--- src/rtl/est_pkg.sv ---
package est_pkg;
  typedef enum logic [1:0] {
    EDGE_FALL  = 2'b00,
    EDGE_RISE  = 2'b01,
    EDGE_BOTH  = 2'b10,
    EDGE_BOTH2 = 2'b11
  } edge_mode_e;

  // Decide whether a pair of synchronised samples is a valid start edge
  function automatic logic edge_valid(input logic [1:0] mode, input logic prev, input logic cur);
    case (edge_mode_e'(mode))
      EDGE_FALL: return prev & ~cur;
      EDGE_RISE: return ~prev & cur;
      default:   return prev ^ cur;
    endcase
  endfunction
endpackage

--- src/rtl/est_prescaler.sv ---
module est_prescaler #(
  parameter int LO_LOG2 = 2,
  parameter int HI_LOG2 = 4
) (
  input  logic clk,
  input  logic rst_n,
  input  logic run_en,
  input  logic ratio_sel,
  output logic tick
);
  localparam int PW = HI_LOG2;
  localparam logic [PW-1:0] LAST_LO = PW'((1 << LO_LOG2) - 1);
  localparam logic [PW-1:0] LAST_HI = PW'((1 << HI_LOG2) - 1);

  logic [PW-1:0] phase_q;
  logic [PW-1:0] last;

  assign last = ratio_sel ? LAST_HI : LAST_LO;
  assign tick = run_en && (phase_q >= last);

  always_ff @(posedge clk or negedge rst_n) begin
    if (!rst_n)      phase_q <= '0;
    else if (!run_en) phase_q <= '0;
    else if (tick)   phase_q <= '0;
    else             phase_q <= phase_q + 1'b1;
  end
endmodule

--- src/rtl/est_start_gate.sv ---
module est_start_gate #(
  parameter int SYNC_STAGES = 2
) (
  input  logic       clk,
  input  logic       rst_n,
  input  logic       pin,
  input  logic       sync_en,
  input  logic [1:0] edge_mode,
  output logic       edge_hit,
  output logic       latch_q
);
  import est_pkg::*;

  // shift chain: SYNC_STAGES synchroniser flops plus one history flop
  logic [SYNC_STAGES:0] chain_q;

  always_ff @(posedge clk or negedge rst_n) begin
    if (!rst_n) chain_q <= '0;
    else        chain_q <= {chain_q[SYNC_STAGES-1:0], pin};
  end

  assign edge_hit = edge_valid(edge_mode, chain_q[SYNC_STAGES], chain_q[SYNC_STAGES-1]);

  always_ff @(posedge clk or negedge rst_n) begin
    if (!rst_n)        latch_q <= 1'b0;
    else if (!sync_en) latch_q <= 1'b0;
    else if (edge_hit) latch_q <= 1'b1;
  end
endmodule

--- src/rtl/est_down_counter.sv ---
module est_down_counter #(
  parameter int W = 8
) (
  input  logic         clk,
  input  logic         rst_n,
  input  logic         count_evt,
  input  logic         run_en,
  input  logic         wr_en,
  input  logic [W-1:0] wr_data,
  output logic [W-1:0] cnt_q,
  output logic [W-1:0] reload_q,
  output logic         at_zero_evt
);
  logic is_zero;

  assign is_zero     = (cnt_q == '0);
  assign at_zero_evt = count_evt && is_zero;

  always_ff @(posedge clk or negedge rst_n) begin
    if (!rst_n) begin
      cnt_q    <= '0;
      reload_q <= '0;
    end else if (wr_en && !run_en) begin
      cnt_q    <= wr_data;
      reload_q <= wr_data;
    end else begin
      if (wr_en)     reload_q <= wr_data;
      if (count_evt) cnt_q    <= is_zero ? reload_q : cnt_q - 1'b1;
    end
  end
endmodule

--- src/rtl/edge_start_timer.sv ---
module edge_start_timer #(
  parameter int CNT_W       = 8,
  parameter int PRE_LO_LOG2 = 2,
  parameter int PRE_HI_LOG2 = 4,
  parameter int SYNC_STAGES = 2
) (
  input  logic             clk,
  input  logic             rst_n,
  input  logic             ext_pin,
  input  logic             alt_tick,
  input  logic             src_sel,
  input  logic             run_en,
  input  logic             pre_ratio,
  input  logic             sync_en,
  input  logic [1:0]       edge_mode,
  input  logic             wr_en,
  input  logic [CNT_W-1:0] wr_data,
  input  logic             irq_clr,
  output logic [CNT_W-1:0] cnt_q,
  output logic [CNT_W-1:0] reload_q,
  output logic             underflow,
  output logic             irq_flag
);
  // named internal events, observed by the bound checker
  logic pre_tick;
  logic src_tick;
  logic edge_hit;
  logic start_latch;
  logic gate_open;
  logic count_evt;

  est_prescaler #(.LO_LOG2(PRE_LO_LOG2), .HI_LOG2(PRE_HI_LOG2)) u_pre (
    .clk(clk), .rst_n(rst_n), .run_en(run_en), .ratio_sel(pre_ratio), .tick(pre_tick)
  );

  est_start_gate #(.SYNC_STAGES(SYNC_STAGES)) u_gate (
    .clk(clk), .rst_n(rst_n), .pin(ext_pin), .sync_en(sync_en),
    .edge_mode(edge_mode), .edge_hit(edge_hit), .latch_q(start_latch)
  );

  assign src_tick  = src_sel ? alt_tick : pre_tick;
  assign gate_open = !sync_en || start_latch;
  assign count_evt = run_en && gate_open && src_tick;

  est_down_counter #(.W(CNT_W)) u_cnt (
    .clk(clk), .rst_n(rst_n), .count_evt(count_evt), .run_en(run_en),
    .wr_en(wr_en), .wr_data(wr_data), .cnt_q(cnt_q), .reload_q(reload_q),
    .at_zero_evt(underflow)
  );

  always_ff @(posedge clk or negedge rst_n) begin
    if (!rst_n)         irq_flag <= 1'b0;
    else if (underflow) irq_flag <= 1'b1;
    else if (irq_clr)   irq_flag <= 1'b0;
  end
endmodule

--- config.mk ---
export PLATFORM = sky130hd
export DESIGN_NAME = edge_start_timer
export DESIGN_NICKNAME = d
export VERILOG_FILES = /design/src/rtl/est_pkg.sv /design/src/rtl/est_prescaler.sv /design/src/rtl/est_start_gate.sv /design/src/rtl/est_down_counter.sv /design/src/rtl/edge_start_timer.sv
export SDC_FILE = /design/constraint.sdc
export NUM_CORES = 1
export LEC_CHECK = 0
export BUFFER_PORTS_ARGS = -buffer_cell sky130_fd_sc_hd__buf_2
export CORE_UTILIZATION = 45
export CTS_CLUSTER_DIAMETER = 200
export DETAILED_ROUTE_END_ITERATION = 7
export PLACE_DENSITY_LB_ADDON = 0.08
export RECOVER_POWER = 100
export SLEW_MARGIN = 30
export SYNTH_ARGS = -nofsm -noshare
export SYNTH_HDL_FRONTEND = slang
export SYNTH_SLANG_ARGS = --single-unit
--- constraint.sdc ---
create_clock -name clk -period 3.66 [get_ports clk]
set_input_delay 0.366 -clock clk [delete_from_list [all_inputs] [get_ports clk]]
set_output_delay 0.366 -clock clk [all_outputs]
set_load 0.02 [all_outputs]
==> results.txt, run 1 <==
----------------------------------------------------
[Critical path]
  FF-to-FF path depth ... 7
  Capturing point of the worst reg2reg path ... u_cnt.cnt_q[1]
  Worst-path fanout max ... 10
  RR Startpoint ... u_cnt.cnt_q[0]
  Setup slack of the most critical reg-to-reg path ... 1.10 ns
  Nature of the critical path startpoint ... register
  Type of the worst setup path ... register to primary output
  CP arrival ... 2.69 ns
  Start point of the critical path ... u_cnt.cnt_q[0]
  Worst EP required ... 3.29 ns
  Crit end category ... primary output

[Clock network]
  PostCTS Resize Cnt ... 0
  Number of H-tree levels ... 1
  Clk slew on worst S/H paths ... 0.13 ns
  Number of buffers inserted for hold repair after clock tree synthesis ... 0
  CTS max path bufs ... 2
  TritonCTS clock tree ... built
  Root Buffer Master ... sky130_fd_sc_hd__clkbuf_4
  Clk Latency, worst-skew pair ... 0.32 ns
  CTS buffer count ... 3
  Number of buffers added for setup after CTS ... 0
  Total clock sinks ... 25

[Yosys]
  Most used standard cells in the synthesized netlist ... sky130_fd_sc_hd__dfrtp_1, sky130_fd_sc_hd__nor2_1, sky130_fd_sc_hd__inv_1, sky130_fd_sc_hd__a21oi_1, sky130_fd_sc_hd__mux2_2
  Yosys warns ... 0
  Syn Area/Cell ... 10.4 sq um
  Top_reg_cell synth ... sky130_fd_sc_hd__dfrtp_1
  Number of storage elements in the synthesis netlist ... 25
  Leading cell type by number of instances after synthesis ... sky130_fd_sc_hd__dfrtp_1
  Mapped cell area ... 0.00134 sq mm
  Area share of the leading cell type in the synthesized netlist ... 46.8%
  Leading post-synthesis cells by cell area ... sky130_fd_sc_hd__dfrtp_1, sky130_fd_sc_hd__mux2_2, sky130_fd_sc_hd__ha_1
  Count of different cell masters after synthesis ... 37
  Number of synthesized flops with an enable pin ... 0
  Async set-reset flop share out of synthesis ... 100%
  Sequential fraction of the synthesis area ... 46.8%
  Post-synthesis cell count ... 129
  Syn Nets ... 156
  Most area-hungry cell type in the Yosys netlist ... sky130_fd_sc_hd__dfrtp_1

[STA]
  Number of slew-limit violations in the final report ... 0
  Setup clock skew after layout ... 0.00869 ns
  Max_slew headroom ... 12.7%
  RSZ-0062 raised after global routing ... false
  Setup TNS Final ... 0 ns
  Final setup vio count ... 0
  Hold Vio Cnt, Final ... 0
  Portion of the clock cycle consumed by the worst path in the final layout ... 83.4%
  Worst hold margin ... 0.149 ns
  Top achievable clock speed ... 328 MHz
  Actual slew at the worst max-slew pin ... 1.31 ns
  Min setup slack post-route ... 0.607 ns
  Minimum clock period ... 3.05 ns

[Place]
  HPWL reported at the end of detailed placement ... 2.06 mm
  IO Port Bufs ... 37
  Area after DPL ... 0.00154 sq mm
  Final RePlAce weighted congestion ... 0.761
  Pre-CTS setup slack ... 1.26 ns

[Cells and area]
  # fillers ... 273
  Diodes inserted ... 0
  Footprint of the multi-input gates ... 641 sq um
  Fraction of final layout cells sized beyond drive strength 1 ... 21.1%
  Final design instance area without fill ... 0.00153 sq mm
  Sequential standard cell area ... 626 sq um
  Synthesis-to-layout area growth ... 14.6%
  Final layout net count ... 194

[Detailed routing]
  Pre-Repair DR Iteration Count ... 4
  Count of nets left with antenna violations after detail routing ... 0
  WL/cell ... 13.8 microns
  Detailed Route WL ... 2.71 mm
  1st-iter DRT viols ... 42
  Routed vias ... 1108
  Number of remaining DRC errors ... 0
  Via density per instance ... 5.62

[Floorplanning]
  Placement Rows ... 19
  Die height ... 56.5 microns
  Starting density of the core ... 48.0%
  Top-Level Pins ... 38
  Die Outline Area ... 0.00319 sq mm
  Placeable Area ... 0.00278 sq mm
  Chip width ... 56.5 microns

[Pwr]
  Leakage power figure ... 0.696 nW
  Power after layout ... 0.000695 W
  Maximum vdd drop ... 0.000281 V
  Power per standard cell area ... 454 mW/mm^2

[Run]
  Number of max-capacitance violations reported ... 0

[Status]
  Result of the run ... finished clean

[Global routing]
  GRT overflow ... 0
  Via count of the first global-routing pass ... 1067
  Maximum number of pins on one net before global-route repair ... 26
  Overall routing resource usage ... 18.6%
  Wire length of the first global-routing pass ... 4.58 mm
  Initial antenna violation count ... 0

[Worst hold path]
  HP Class ... input port to register
  End of the worst hold path ... u_gate.chain_q[0]
  Min-Delay Path Depth ... 1
  Launch instance of the worst min-delay path ... ext_pin

----------------------------------------------------
[registers in the layout, summed over array words and instances (netlist names)]
signal          flops
irq_flag            1
u_cnt.cnt_q         8
u_cnt.reload_q      8
u_gate.chain_q      3
u_gate.latch_q      1
u_pre.phase_q       4
[metal layers]
| metal | vias up | wire [microns] | track usage, % |
|---|---|---|---|
| li1 | 542 | - | - |
| met1 | 533 | 1210 | 22.9 |
| met2 | 27 | 1350 | 31.9 |
| met3 | 6 | 99 | 2.30 |
| met4 | 0 | 55 | 9.06 |
| met5 | - | 0 | 0 |
[through the flow]
stage | utilization [%] | instances
after floorplan | - | 129
after detailed placement | 55.3 | 193
final | 55.1 | 197
after CTS | 56.3 | 197
after global routing | 55.1 | 197
after global placement | 55.3 | 193
[area by class of cell]
| class | count | area share [%] |
|---|---|---|
| Inverter | 10 | 2.45 |
| Clock buffer | 3 | 1.47 |
| Clock inverter | 1 | 0.327 |
| Timing Repair Buffer | 37 | 10.5 |
| Sequential cell | 25 | 40.8 |
| Multi-Input combinational cell | 90 | 41.8 |
| Tap cell | 31 | 2.53 |
[cell usage in the layout (no fill, tap or decap), types with 3 or more instances in the layout]
cell type	Yosys	final
sky130_fd_sc_hd__ha_1	7	7
sky130_fd_sc_hd__a211oi_1	5	5
sky130_fd_sc_hd__mux2_2	8	8
sky130_fd_sc_hd__buf_2	0	18
sky130_fd_sc_hd__nor2_1	13	13
sky130_fd_sc_hd__nand2b_1	3	3
sky130_fd_sc_hd__clkbuf_1	2	19
sky130_fd_sc_hd__inv_1	10	10
sky130_fd_sc_hd__a221o_1	5	5
sky130_fd_sc_hd__o21ai_0	3	4
sky130_fd_sc_hd__nand2_1	7	8
sky130_fd_sc_hd__dfrtp_1	25	25
sky130_fd_sc_hd__a21oi_1	8	8
sky130_fd_sc_hd__clkbuf_4	0	3
[critical path, cell delays in order (launching register included)]
cell and delay (ns):
sky130_fd_sc_hd__dfrtp_1 0.45, sky130_fd_sc_hd__inv_1 0.10, sky130_fd_sc_hd__ha_1 0.19, sky130_fd_sc_hd__or4b_1 0.54, sky130_fd_sc_hd__or4_1 0.66, sky130_fd_sc_hd__nor2_1 0.18
sky130_fd_sc_hd__clkbuf_1 0.25
[cells by family after synthesis]
group / share of synthesized area (%)
compound gates: 16.7
xor+xnor: 1.97
fa+ha+maj: 6.55
buf+inv: 4.49
flops: 46.8
mux: 7.49
simple gates: 16.0
[power by group]
| group | switching [W] | internal (W) | total [W] |
|---|---|---|---|
| combinational | 0.000126 | 0.0000883 | 0.000214 |
| clock | 0.0000797 | 0.0000409 | 0.000121 |
| sequential | 0.0000487 | 0.000311 | 0.000360 |
[worst max-delay path by stage]
stage	cells past startpoint	slack, ns	to
after floorplan	6	1.20	underflow
after global placement	6	1.32	underflow
after detailed placement	6	1.26	underflow
after CTS	6	0.88	underflow
after global routing	6	0.46	underflow
final	6	0.61	underflow
(Power assumes the default switching activity.)
==> run 2: changes to the inputs <==
--- a/config.mk
+++ b/config.mk
@@ -5,6 +5,7 @@
 export SDC_FILE = /design/constraint.sdc
 export NUM_CORES = 1
 export LEC_CHECK = 0
+export ABC_AREA = 1
 export BUFFER_PORTS_ARGS = -buffer_cell sky130_fd_sc_hd__buf_2
 export CORE_UTILIZATION = 45
 export CTS_CLUSTER_DIAMETER = 200
==> constraint.sdc (replaced) <==
create_clock -name clk -period 2.81 [get_ports clk]
set_input_delay 0.281 -clock clk [delete_from_list [all_inputs] [get_ports clk]]
set_output_delay 0.281 -clock clk [all_outputs]
set_load 0.02 [all_outputs]
==> run 2 against run 1 <==
- flip-flop and latch count did not move
- count of clock-buffer cells in the layout is the same
- first-iteration DRC count shrank 4.8%
- area after synthesis increased by 7.0%
- non-clock buffer count is 1 higher
- setup slack lost 0.15 ns
- hold slack worse by 0.087 ns
- combinational power is 52% higher
- final cell count up 35%
- clock skew down 0.00078 ns
- critical path depth rose by 2
==> results.txt, run 2 <==
----------------------------------------------------
[Status]
  Result of the run ... finished clean

[Pwr]
  Maximum vdd drop ... 0.000277 V (-1.5%)
  Power after layout ... 0.000952 W (+37%)
  Power per standard cell area ... 572 mW/mm^2 (+26%)
  Leakage power figure ... 0.915 nW (+31%)

[Detailed routing]
  Routed vias ... 1268 (+14%)
  Via density per instance ... 4.78 (-15%)
  1st-iter DRT viols ... 40 (-4.8%)
  Pre-Repair DR Iteration Count ... 4 (unchanged)
  Count of nets left with antenna violations after detail routing ... 0 (unchanged)
  WL/cell ... 11.3 microns (-18%)
  Number of remaining DRC errors ... 0 (unchanged)
  Detailed Route WL ... 2.99 mm (+10%)

[STA]
  Setup clock skew after layout ... 0.00791 ns (-0.000779 ns)
  Number of slew-limit violations in the final report ... 0 (unchanged)
  Top achievable clock speed ... 424 MHz
  Max_slew headroom ... 10.2% (-2.5 points)
  Portion of the clock cycle consumed by the worst path in the final layout ... 83.9%
  Final setup vio count ... 0 (unchanged)
  Hold Vio Cnt, Final ... 0 (unchanged)
  Minimum clock period ... 2.36 ns
  Actual slew at the worst max-slew pin ... 1.35 ns (+0.0373 ns)
  RSZ-0062 raised after global routing ... false
  Setup TNS Final ... 0 ns (unchanged)
  Worst hold margin ... 0.0623 ns (-0.0872 ns)

[Place]
  IO Port Bufs ... 37 (unchanged)
  Final RePlAce weighted congestion ... 0.814 (+7.0%)
  HPWL reported at the end of detailed placement ... 2.26 mm (+9.5%)
  Area after DPL ... 0.00165 sq mm (+7.6%)

[Critical path]
  Type of the worst setup path ... register to primary output
  Crit end category ... primary output
  Worst-path fanout max ... 12 (+2)
  Worst EP required ... 2.53 ns (-0.76 ns)
  CP arrival ... 2.08 ns (-0.61 ns)
  Nature of the critical path startpoint ... register

[Floorplanning]
  Placeable Area ... 0.00303 sq mm (+8.9%)
  Chip width ... 58.4 microns (+3.3%)
  Top-Level Pins ... 38 (unchanged)
  Placement Rows ... 20 (+1)
  Die height ... 58.4 microns (+3.3%)
  Starting density of the core ... 47.2% (-0.81 points)
  Die Outline Area ... 0.00341 sq mm (+6.8%)

[Yosys]
  Syn Nets ... 209 (+34%)
  Yosys warns ... 0 (unchanged)
  Number of storage elements in the synthesis netlist ... 25 (unchanged)
  Async set-reset flop share out of synthesis ... 100% (unchanged)
  Area share of the leading cell type in the synthesized netlist ... 43.7% (-3.1 points)
  Leading cell type by number of instances after synthesis ... sky130_fd_sc_hd__nand2_1
  Sequential fraction of the synthesis area ... 43.7% (-3.1 points)
  Syn Area/Cell ... 7.86 sq um (-24%)
  Number of synthesized flops with an enable pin ... 0 (unchanged)
  Post-synthesis cell count ... 182 (+41%)
  Top_reg_cell synth ... sky130_fd_sc_hd__dfrtp_1
  Leading post-synthesis cells by cell area ... sky130_fd_sc_hd__dfrtp_1, sky130_fd_sc_hd__nand2_1, sky130_fd_sc_hd__nand3_1
  Count of different cell masters after synthesis ... 22 (-41%)
  Most used standard cells in the synthesized netlist ... sky130_fd_sc_hd__nand2_1, sky130_fd_sc_hd__nand3_1, sky130_fd_sc_hd__dfrtp_1, sky130_fd_sc_hd__inv_1, sky130_fd_sc_hd__nor2_1
  Mapped cell area ... 0.00143 sq mm (+7.0%)
  Most area-hungry cell type in the Yosys netlist ... sky130_fd_sc_hd__dfrtp_1

[Clock network]
  Root Buffer Master ... sky130_fd_sc_hd__clkbuf_4
  Clk slew on worst S/H paths ... 0.14 ns (about the same)
  Clk Latency, worst-skew pair ... 0.32 ns (about the same)
  Total clock sinks ... 25 (unchanged)
  CTS max path bufs ... 2 (unchanged)
  Number of H-tree levels ... 1 (unchanged)
  TritonCTS clock tree ... built
  CTS buffer count ... 3 (unchanged)

[Cells and area]
  Sequential standard cell area ... 626 sq um (unchanged)
  Most common library cell in the layout ignoring fill and taps ... sky130_fd_sc_hd__nand2_1
  Footprint of the multi-input gates ... 684 sq um (+6.8%)
  Synthesis-to-layout area growth ... 16.4%
  Final layout net count ... 249 (+28%)
  Largest registers ranked by flip-flop count ... u_cnt.cnt_q (8), u_cnt.reload_q (8), u_pre.phase_q (4)
  Fin util ... 55.0% (-0.10 points)
  Diodes inserted ... 0 (unchanged)
  Fraction of final layout cells sized beyond drive strength 1 ... 14.9% (-6.2 points)
  Final design instance area without fill ... 0.00166 sq mm (+8.7%)
  # fillers ... 307 (+12%)
  Most used cells in the layout excluding fill and tap cells ... sky130_fd_sc_hd__nand2_1, sky130_fd_sc_hd__nand3_1, sky130_fd_sc_hd__inv_1

[Run]
  Number of max-capacitance violations reported ... 0 (unchanged)

[Global routing]
  Overall routing resource usage ... 20.0% (+1.4 points)
  Wire length of the first global-routing pass ... 5.29 mm (+16%)
  Via count of the first global-routing pass ... 1281 (+20%)
  GRT overflow ... 0 (unchanged)
  Maximum number of pins on one net before global-route repair ... 26 (unchanged)
  Initial antenna violation count ... 0 (unchanged)

[Worst hold path]
  HP Class ... input port to register

----------------------------------------------------
==> run 2: cell count changes in the layout (fill, tap and decap cells not counted), sizes merged, moves of 3 or more <==
cell / before / now
mux2: 8 / 0
nand3: 2 / 34
a211oi: 5 / 0
a221o: 5 / 0
inv: 10 / 27
nand2b: 3 / 0
a21oi: 8 / 4
o21ai: 4 / 11
nand2: 8 / 49
==> run 2: what timing repair did <==
item / CTS / global route
setup endpoints to repair: 0 / 0
setup buffers: 0 / 0
hold buffers: 1 / 0
hold endpoints to repair: 25 / 0
resized for setup: 0 / 0
==> run 2: kinds of logic after synthesis <==
kind of cell	after synthesis	share of synthesized area, %
xor+xnor	2	1.23
simple gates	102	34.9
flops	25	43.7
fa+ha+maj	7	6.12
buf+inv	30	8.22
compound gates	16	5.77
==> run 2: power by group <==
part           internal (W)  leakage [nW]  total (W)  switching (W)
registers          0.000405         0.309   0.000463      0.0000579
clock network     0.0000532        0.0177   0.000164       0.000111
logic              0.000111         0.588   0.000325       0.000214
total              0.000570         0.915   0.000952       0.000382
==> run 2: through the flow <==
stage | std cells | setup slack, ns
floorplan | 182 | 1.23
global placement | 260 | 0.845
detailed placement | 260 | 0.810
CTS | 265 | 0.449
global route | 265 | 0.230
finish | 265 | 0.453
==> run 2: routing by layer <==
layer / track usage, % / part of all wire [%] / up-vias
met5: 0 / 0 / -
met4: 6.80 / 0.63 / 0
met3: 1.98 / 3.2 / 2
met2: 34.2 / 47 / 29
met1: 26.7 / 49 / 580
li1: - / - / 657
==> run 2: worst max-delay path: stages (launching register included) <==
cell                       delay, ns
sky130_fd_sc_hd__dfrtp_1        0.42
sky130_fd_sc_hd__ha_1           0.30
sky130_fd_sc_hd__a21oi_1        0.18
sky130_fd_sc_hd__nand3_1        0.08
sky130_fd_sc_hd__nand2_1        0.31
sky130_fd_sc_hd__inv_1          0.16
sky130_fd_sc_hd__nand2_1        0.10
sky130_fd_sc_hd__inv_1          0.04
sky130_fd_sc_hd__clkbuf_1       0.15
==> run 2: final timing paths <==
check / from / endpoint / slack [ns] / cells past startpoint
max in group asynchronous: rst_n / u_cnt.reload_q[3] / 1.24 / 2
min: ext_pin / u_gate.chain_q[0] / 0.06 / 1
max: u_pre.phase_q[3] / underflow / 0.45 / 8
max reg2reg: u_pre.phase_q[3] / u_cnt.cnt_q[4] / 1.05 / 7
min reg2reg: u_gate.chain_q[0] / u_gate.chain_q[1] / 0.37 / 0
min in group asynchronous: rst_n / u_cnt.reload_q[4] / 0.78 / 2
==> run 2: final cells by class <==
cell class / instances / share of cell area [%]
Sequential cell: 25 / 37.6
Timing Repair Buffer: 38 / 10.2
Clock buffer: 3 / 1.35
Multi-Input combinational cell: 127 / 41.1
Inverter: 27 / 6.09
Clock inverter: 1 / 0.301
Tap cell: 44 / 3.31
